<file path="config.mk">
export PLATFORM = sky130hd
export DESIGN_NAME = sar_cmd_decode
export DESIGN_NICKNAME = d
export VERILOG_FILES = /design/src/rtl/sar_link_pkg.sv /design/src/rtl/sar_cmd_decode.sv
export SDC_FILE = /design/constraint.sdc
export NUM_CORES = 1
export LEC_CHECK = 0
export BUFFER_PORTS_ARGS = -buffer_cell sky130_fd_sc_hd__buf_2
export CORE_ASPECT_RATIO = 1.1
export CORE_MARGIN = 1
export CORE_UTILIZATION = 30
export DETAILED_ROUTE_END_ITERATION = 8
export PLACE_DENSITY = 0.83
export SLEW_MARGIN = 20
export SYNTH_ARGS = -nofsm -noshare
export SYNTH_HDL_FRONTEND = slang
export SYNTH_SLANG_ARGS = --single-unit
</file>
<file path="constraint.sdc">
create_clock -name vclk -period 1
set_input_delay 0 -clock vclk [all_inputs]
set_output_delay 0 -clock vclk [all_outputs]
set_load 0.005 [all_outputs]
</file>
<file path="src/rtl/sar_link_pkg.sv">
// Package: shared constants for the serial converter interface model.
// Assumes a 4-bit command word; codes above 7h are non-channel commands.
package sar_link_pkg;
    localparam int CMD_W = 4;
    localparam logic [CMD_W-1:0] CMD_PWRDN  = 4'h8;
    localparam logic [CMD_W-1:0] CMD_FAST   = 4'h9;
    localparam logic [CMD_W-1:0] CMD_SLOW   = 4'hA;
    localparam logic [CMD_W-1:0] CMD_TST_MID = 4'hB;
    localparam logic [CMD_W-1:0] CMD_TST_LO = 4'hC;
    localparam logic [CMD_W-1:0] CMD_TST_HI = 4'hD;
endpackage

</file>
<file path="src/rtl/sar_cmd_decode.sv">
// Module: decodes a 4-bit command into conversion request, rate change and value.
// Assumes NUM_CH is 4 or 8; the four-input variant uses command bits [2:1].
module sar_cmd_decode
    import sar_link_pkg::*;
#(
    parameter int RES_W  = 10,
    parameter int NUM_CH = 4
) (
    input  logic [CMD_W-1:0]        cmd,
    input  logic [NUM_CH*RES_W-1:0] chan_val,
    output logic                    conv_req,
    output logic                    set_fast,
    output logic                    set_slow,
    output logic [RES_W-1:0]        val
);
    localparam int CH_W = (NUM_CH == 4) ? 2 : 3;
    localparam logic [RES_W-1:0] MID_CODE = RES_W'(1) << (RES_W - 1);

    logic [CH_W-1:0] ch_idx;

    // Channel index picked by the variant.
    generate
        if (NUM_CH == 4) begin : g_four
            assign ch_idx = cmd[2:1];
        end else begin : g_eight
            assign ch_idx = cmd[2:0];
        end
    endgenerate

    // Map the command to its action and result value.
    always_comb begin
        conv_req = 1'b0;
        set_fast = 1'b0;
        set_slow = 1'b0;
        val      = '0;
        case (cmd)
            CMD_PWRDN:   ;
            CMD_FAST:    set_fast = 1'b1;
            CMD_SLOW:    set_slow = 1'b1;
            CMD_TST_MID: begin conv_req = 1'b1; val = MID_CODE; end
            CMD_TST_LO:  begin conv_req = 1'b1; val = '0; end
            CMD_TST_HI:  begin conv_req = 1'b1; val = '1; end
            4'hE, 4'hF:  ;
            default: begin
                conv_req = 1'b1;
                val      = chan_val[ch_idx*RES_W +: RES_W];
            end
        endcase
    end
endmodule

</file>
* Word-level counts from Yosys, hierarchy flattened
Index checks and enable logic that the tools add are counted.
** Word-level totals
- Memory bits (read-only) :: 0
- Input bits :: 44
- Bits in latches :: 0
- Memories :: 0
- RAM bits :: 0
- Bits in registers :: 0
** Operators by class
- Mux-type cells :: 4
- $add $sub $neg :: 0
- Magnitude comparators :: 0
- $mul :: 1
- Div/mod/pow operators :: 0
- Shifts and indexed selects :: 1
- Bitwise logic cells :: 0
- Equality and inequality tests :: 8
- Reductions and logical operators :: 2
** Operator list (count)
- variable part select 40 x 7 -> 10 bit :: 1
- == test 4 bit, second input constant :: 8
- one-hot mux 10 bit (3 select lines) :: 1
- OR reduction 6 bit :: 1
- multiplier 2 x 3 -> 5 bit, second input constant :: 1
- OR reduction 5 bit :: 1
- 2-to-1 mux 1 bit :: 3

* Depth between registers and ports, before layout
Gate-level depths: netlist of the first run.
- Depth after elaboration :: 3
- Gate-level depth with buffers :: 5
- Mapped depth without buffers :: 3

* Worst setup path after synthesis of the first run
Ideal clock, no wire load.
- Path kind :: input -> output
- Start :: input cmd[2]
- End :: output val[6]
- Cell stages on the path :: 5
- Data required time :: 1.000 ns
- Path slack :: 0.265 ns
- Data arrival time :: 0.735 ns
- Path through :: buf_6 -> buf_8 -> mux2i_1 -> nor2_1 -> a221o_1
** Between the ends
- Longest elaborated chain between the ends :: 3
** RTL lines
- start: declaration :: RTL line sar_cmd_decode.sv:9 : input logic [CMD_W-1:0] cmd,
- multiplier 2 x 3 -> 5 bit / == test 4 bit (equally long branches) :: RTL line sar_cmd_decode.sv:46, sar_cmd_decode.sv:36
- variable part select 40 x 7 -> 10 bit / OR reduction 6 bit (equally long branches)
- one-hot mux 10 bit (3 select lines) (*) :: RTL line sar_cmd_decode.sv:36 : case (cmd)
- end: declaration :: RTL line sar_cmd_decode.sv:14 : output logic [RES_W-1:0] val
Every way passes the cells marked *; elsewhere a longest branch is shown, timed or not.

* Final worst setup path of the first run
- Start :: input cmd[3]
- End :: output val[5]
** Between the ends
- Longest elaborated chain between the ends :: 3
** RTL lines (RTL line)
- == test 4 bit :: sar_cmd_decode.sv:36
- OR reduction 6 bit (no source line)
- one-hot mux 10 bit (3 select lines) (*) :: sar_cmd_decode.sv:36
Marked as above.

==> results.py, run 1 <==
metrics = {
    "sta": {
        "tightest_pin_transition_ns": 0.341,
        "total_negative_slack_ns": 0,
        "final_worst_setup_slack_ns": 0.0572,
        "period_share": 0.943,
        "number_of_max_slew_violations_in_the_final_report": 0,
        "rsz0062_at_grt": "false",
        "fmax_mhz": 1060,
        "final_number_of_setup_violating_endpoints": 0,
        "fin_worst_hold_slack_ns": 0.292,
        "timing_hold_violations_final": 0,
        "slew-limit-headroom": 0.772,
        "period_minus_slack_ns": 0.943,
    },
    "setup_path": {
        "startpoint_type": "input port",
        "worst-setup-path-type": "input port to primary output",
        "critical_path_arrival_ns": 0.94,
        "required_time_of_the_critical_path_ns": 1.00,
        "critPathMaxFanout": 16,
        "worst_setup_path_end_kind": "primary output",
    },
    "drt": {
        "drt-wirelength-per-cell_um": 11.5,
        "post-route-drc-count": 0,
        "drtAntennaViolNets": 0,
        "drt_first_iter_violations": 2,
        "drt_pre_antenna_iters": 2,
        "vias": 704,
        "vias_per_cell": 5.10,
        "routed_wirelength_um": 1590,
    },
    "layout": {
        "flops_and_latches": 0,
        "seqCellArea_um2": 0,
        "drive_gt1_frac": 0.533,
        "area_delta_synth_final_pct": 62.2,
        "number_of_fill_cells_in_the_layout": 152,
        "n_antenna_cell": 0,
        "layout_cell_area_excl_fill_um2": 779,
        "layout.nets": 168,
        "num-clock-buffers": 0,
    },
    "flow_run": {
        "timing.max_cap.violations": 0,
    },
    "global_route": {
        "grt_pass1_vias": 556,
        "grtUsageTotal": 0.168,
        "grt_pass1_wl_um": 2180,
        "grt_overflow_total": 0,
        "antenna_violations_before_repair": 0,
        "maximum_number_of_pins_on_one_net_before_global_route_repair": 17,
    },
    "synthesis": {
        "synth_nets": 113,
        "post_synth_inst_count": 69,
        "synth_area_um2": 480,
        "synth.lib_cells_used.distinct": 24,
        "synth-warning-count": 0,
        "synth_sequential_area_ratio": 0,
        "syn_area_per_cell_um2": 6.96,
    },
    "placement": {
        "place_congestion": 0.623,
        "post-dp-hpwl_um": 1270,
        "portBuffers": 57,
        "place_worst_setup_slack_ns": -0.0570,
        "postPlaceCellArea_um2": 762,
    },
    "floorplanning": {
        "design.die.area_mm2": 0.00177,
        "dieHeight_um": 44.0,
        "ios": 57,
        "initial_utilization": 0.334,
        "die-width_um": 40.2,
        "floorplan.core_area_mm2": 0.00144,
        "std_cell_rows": 14,
    },
    "power_and_ir_drop": {
        "p_leak_nw": 0.475,
        "power.ir.vdd_worst_uv": 160,
        "power.density_cell_area_mw_per_mm2": 405,
    },
    "clock_tree": {
        "cts_hold_repair.buffers": 0,
    },
    "worst_hold_path": {
        "timing.hold.worst.class": "input port to primary output",
    },
    "outcome": {
        "outcome": "finished clean",
    },
}
-- routing by layer --
layer  global-route usage  part of all wire
met4                    0                 0
met5                    0                 0
met3                    0             0.055
met2                0.326              0.53
met1                0.207              0.42
-- final timing paths --
kind  cells past startpoint         from     end
max                       5       cmd[3]  val[5]
min                       3  chan_val[4]  val[4]
-- cell type report --
class	instances	area (um^2)	share of cell area
multi-input combinational	53	395	0.507
timing repair buffer	61	334	0.429
inverter	8	30.0	0.0385
tap	16	20.0	0.0257
-- synth_stat cells (2+ instances only) --
| master | n | area, um^2 |
|---|---|---|
| a221o_1 | 7 | 70.1 |
| o21ai_0 | 9 | 45.0 |
| a211o_1 | 2 | 17.5 |
| buf_4 | 2 | 15.0 |
| buf_2 | 2 | 10.0 |
| buf_6 | 2 | 22.5 |
| nor3_1 | 2 | 10.0 |
| mux2i_1 | 11 | 110 |
| nand3_1 | 2 | 10.0 |
| nand2b_1 | 2 | 12.5 |
| nor2_1 | 8 | 30.0 |
| inv_1 | 8 | 30.0 |
-- power breakdown --
group | internal (mW) | switching [mW]
Sequential | 0 | 0
Combinational | 0.179 | 0.137
Clock | 0 | 0
Total | 0.179 | 0.137
-- what timing repair did --
item                       4_1_cts  5_1_grt
gates cloned                     0        0
resized for setup                1        5
buffers inserted                 0        0
setup endpoints to repair        8        8
-- kinds of logic after synthesis --
kind of cell | after synthesis | share of synthesized area
muxes | 11 | 0.229
and+or+nand+nor | 21 | 0.250
AOI/OAI and AO/OA | 21 | 0.320
buffers and inverters | 16 | 0.200
-- cells in the final DEF, fill, tap and decap left out --
master,Yosys,final
o221ai_1,1,1
nor2_1,8,8
nand2b_1,2,2
nand3b_1,1,1
o21ai_0,9,9
nor3_4,0,1
mux2i_1,11,11
a211o_1,2,2
buf_12,0,1
buf_4,2,3
and4b_1,1,1
and4bb_2,1,1
inv_1,8,8
nand2_2,0,1
a21oi_1,1,1
a221o_1,7,7
nand3_1,2,2
or2b_1,1,1
buf_2,2,56
nor3_1,2,2
o21a_1,1,1
nor2b_2,0,1
buf_6,2,1
-- worst max-delay path, cell delays in order --
cell	delay, ns
buf_2	0.14
buf_4	0.21
and4b_1	0.21
a211o_1	0.25
buf_2	0.12
-- stage by stage --
stage,utilization,std cells,total power [mW]
CTS,0.532,138,0.310
detailed placement,0.530,138,0.308
global route,0.543,138,0.348
global placement,0.530,138,0.301
floorplan,-,69,0.170
finish,0.543,138,0.316
Note: power is estimated with default switching activity, not from simulation.
==> run 2, diff against run 1 <==
--- a/config.mk
+++ b/config.mk
@@ -9,3 +9,3 @@
 export CORE_ASPECT_RATIO = 1.1
-export CORE_MARGIN = 1
+export CORE_MARGIN = 5
 export CORE_UTILIZATION = 30
==> constraint.sdc (replaced) <==
create_clock -name vclk -period 1
set_input_delay 0 -clock vclk [all_inputs]
set_output_delay 0 -clock vclk [all_outputs]
set_load 0.02 [all_outputs]
==> run 2 against run 1 <==
Power rose by 24%. Wire length grew 22%. Cell count rose by 2.2%. Maximum frequency is 1.3% higher. First-iteration DRC count rose to 9.5 times the previous value. Die area grew 42%. Combinational power increased by 24%. Worst setup slack improved by 0.012 ns. Utilization fell by 0.28 points. Final area is 6.6% higher. Sequential cell count is the same. Critical path depth decreased by 1. Largest cell class unchanged. Largest power group unchanged.
==> results.py, run 2 (synthesis results as in run 1) <==
metrics = {
    "sta": {
        "period_minus_slack_ns": 0.930,
        "timing_hold_violations_final": 0,
        "slew-limit-headroom": 0.748,
        "final_worst_setup_slack_ns": 0.0696,
        "period_share": 0.930,
        "fin_worst_hold_slack_ns": 0.343,
        "final_number_of_setup_violating_endpoints": 0,
        "tightest_pin_transition_ns": 0.376,
        "fmax_mhz": 1070,
        "rsz0062_at_grt": "false",
        "number_of_max_slew_violations_in_the_final_report": 0,
    },
    "layout": {
        "area_delta_synth_final_pct": 72.9,
        "multiInputGateArea_um2": 403,
        "number_of_fill_cells_in_the_layout": 155,
        "drive_gt1_frac": 0.548,
        "commonest_non_fill_non_tap_cells_in_the_layout": "buf_2 (55), mux2i_1 (11), o21ai_0 (9), inv_1 (8), nor2_1 (8)",
        "flops_and_latches": 0,
        "n_antenna_cell": 0,
        "mostFrequentLayoutCell": "buf_2",
        "seqCellArea_um2": 0,
        "layout.nets": 170,
        "num-clock-buffers": 0,
    },
    "floorplanning": {
        "floorplan.core_area_mm2": 0.00154,
        "initial_utilization": 0.312,
        "std_cell_rows": 15,
        "die-width_um": 48.2,
        "design.die.area_mm2": 0.00250,
        "ios": 57,
        "dieHeight_um": 52.0,
    },
    "drt": {
        "vias": 721,
        "drt_pre_antenna_iters": 4,
        "vias_per_cell": 5.11,
        "routed_wirelength_um": 1930,
        "drtAntennaViolNets": 0,
        "drt_first_iter_violations": 19,
        "post-route-drc-count": 0,
        "drt-wirelength-per-cell_um": 13.7,
    },
    "global_route": {
        "grt_pass1_wl_um": 2800,
        "antenna_violations_before_repair": 0,
        "maximum_number_of_pins_on_one_net_before_global_route_repair": 14,
        "grt_overflow_total": 0,
        "grtUsageTotal": 0.144,
        "grt_pass1_vias": 713,
    },
    "flow_run": {
        "timing.max_cap.violations": 0,
    },
    "outcome": {
        "outcome": "finished clean",
    },
    "placement": {
        "post-dp-hpwl_um": 1530,
        "place_worst_setup_slack_ns": -0.0582,
        "place_congestion": 0.702,
        "portBuffers": 57,
    },
    "clock_tree": {
        "cts_post_setup_buffers_inserted": 0,
        "cts_hold_repair.buffers": 0,
    },
    "setup_path": {
        "required_time_of_the_critical_path_ns": 1.00,
        "startpoint_type": "input port",
        "critPathMaxFanout": 8,
        "worst-setup-path-type": "input port to primary output",
        "worst_setup_path_end_kind": "primary output",
        "worstSetupStartpoint": "cmd[1]",
        "setup.worst_path.end": "val[3]",
        "critical_path_arrival_ns": 0.93,
    },
    "power_and_ir_drop": {
        "power.ir.vdd_worst_uv": 167,
        "report.power.total_mw": 0.392,
        "power.density_cell_area_mw_per_mm2": 472,
        "p_leak_nw": 0.500,
    },
    "worst_hold_path": {
        "timing.hold.worst.class": "input port to primary output",
        "worst_hold_path.num_cells": 3,
    },
}
## run 2: area by class of cell
type                       count  area share
inverter                       8      0.0361
timing repair buffer          63       0.453
multi-input combinational     53       0.485
tap                           17      0.0256
## run 2: worst max-delay path, cell delays in order
cell and delay (ns):
buf_2 0.16, nor3_4 0.38, a221o_1 0.22, buf_2 0.16
## run 2: per-stage QoR
step | area, um^2 | setup TNS, ns | cells | util
after detailed placement | 771 | -0.371 | 140 | 0.501
final | 831 | 0 | 141 | 0.540
after floorplan | 480 | 0 | 69 | -
after global routing | 831 | 0 | 141 | 0.540
after CTS | 788 | 0 | 140 | 0.512
after global placement | 771 | -0.146 | 140 | 0.501
## run 2: worst min path at each step
stage	slack [ns]	startpoint	to
5_1_grt	0.36	chan_val[8]	val[8]
4_1_cts	0.34	chan_val[4]	val[4]
6_report	0.34	chan_val[4]	val[4]
3_3_place_gp	0.34	chan_val[4]	val[4]
3_5_place_dp	0.34	chan_val[4]	val[4]
2_1_floorplan	0.20	chan_val[4]	val[4]
## run 2: what timing repair did
action | 4_1_cts | 5_1_grt
endpoints found under the setup margin | 9 | 8
gates cloned | 0 | 1
resized for setup | 5 | 7
## run 2: power breakdown
part | switching [mW] | leakage, nW | internal (mW) | total [mW]
logic | 0.196 | 0.500 | 0.197 | 0.392
clock network | 0 | 0 | 0 | 0
registers | 0 | 0 | 0 | 0
total | 0.196 | 0.500 | 0.197 | 0.392
## run 2: layer usage
metal / GRT usage / vias to the layer above / share of wire
met5: 0 / - / 0
met4: 0.0135 / 0 / 0.0036
met3: 0.0173 / 2 / 0.10
met2: 0.289 / 33 / 0.52
met1: 0.153 / 321 / 0.38
li1: - / 365 / -
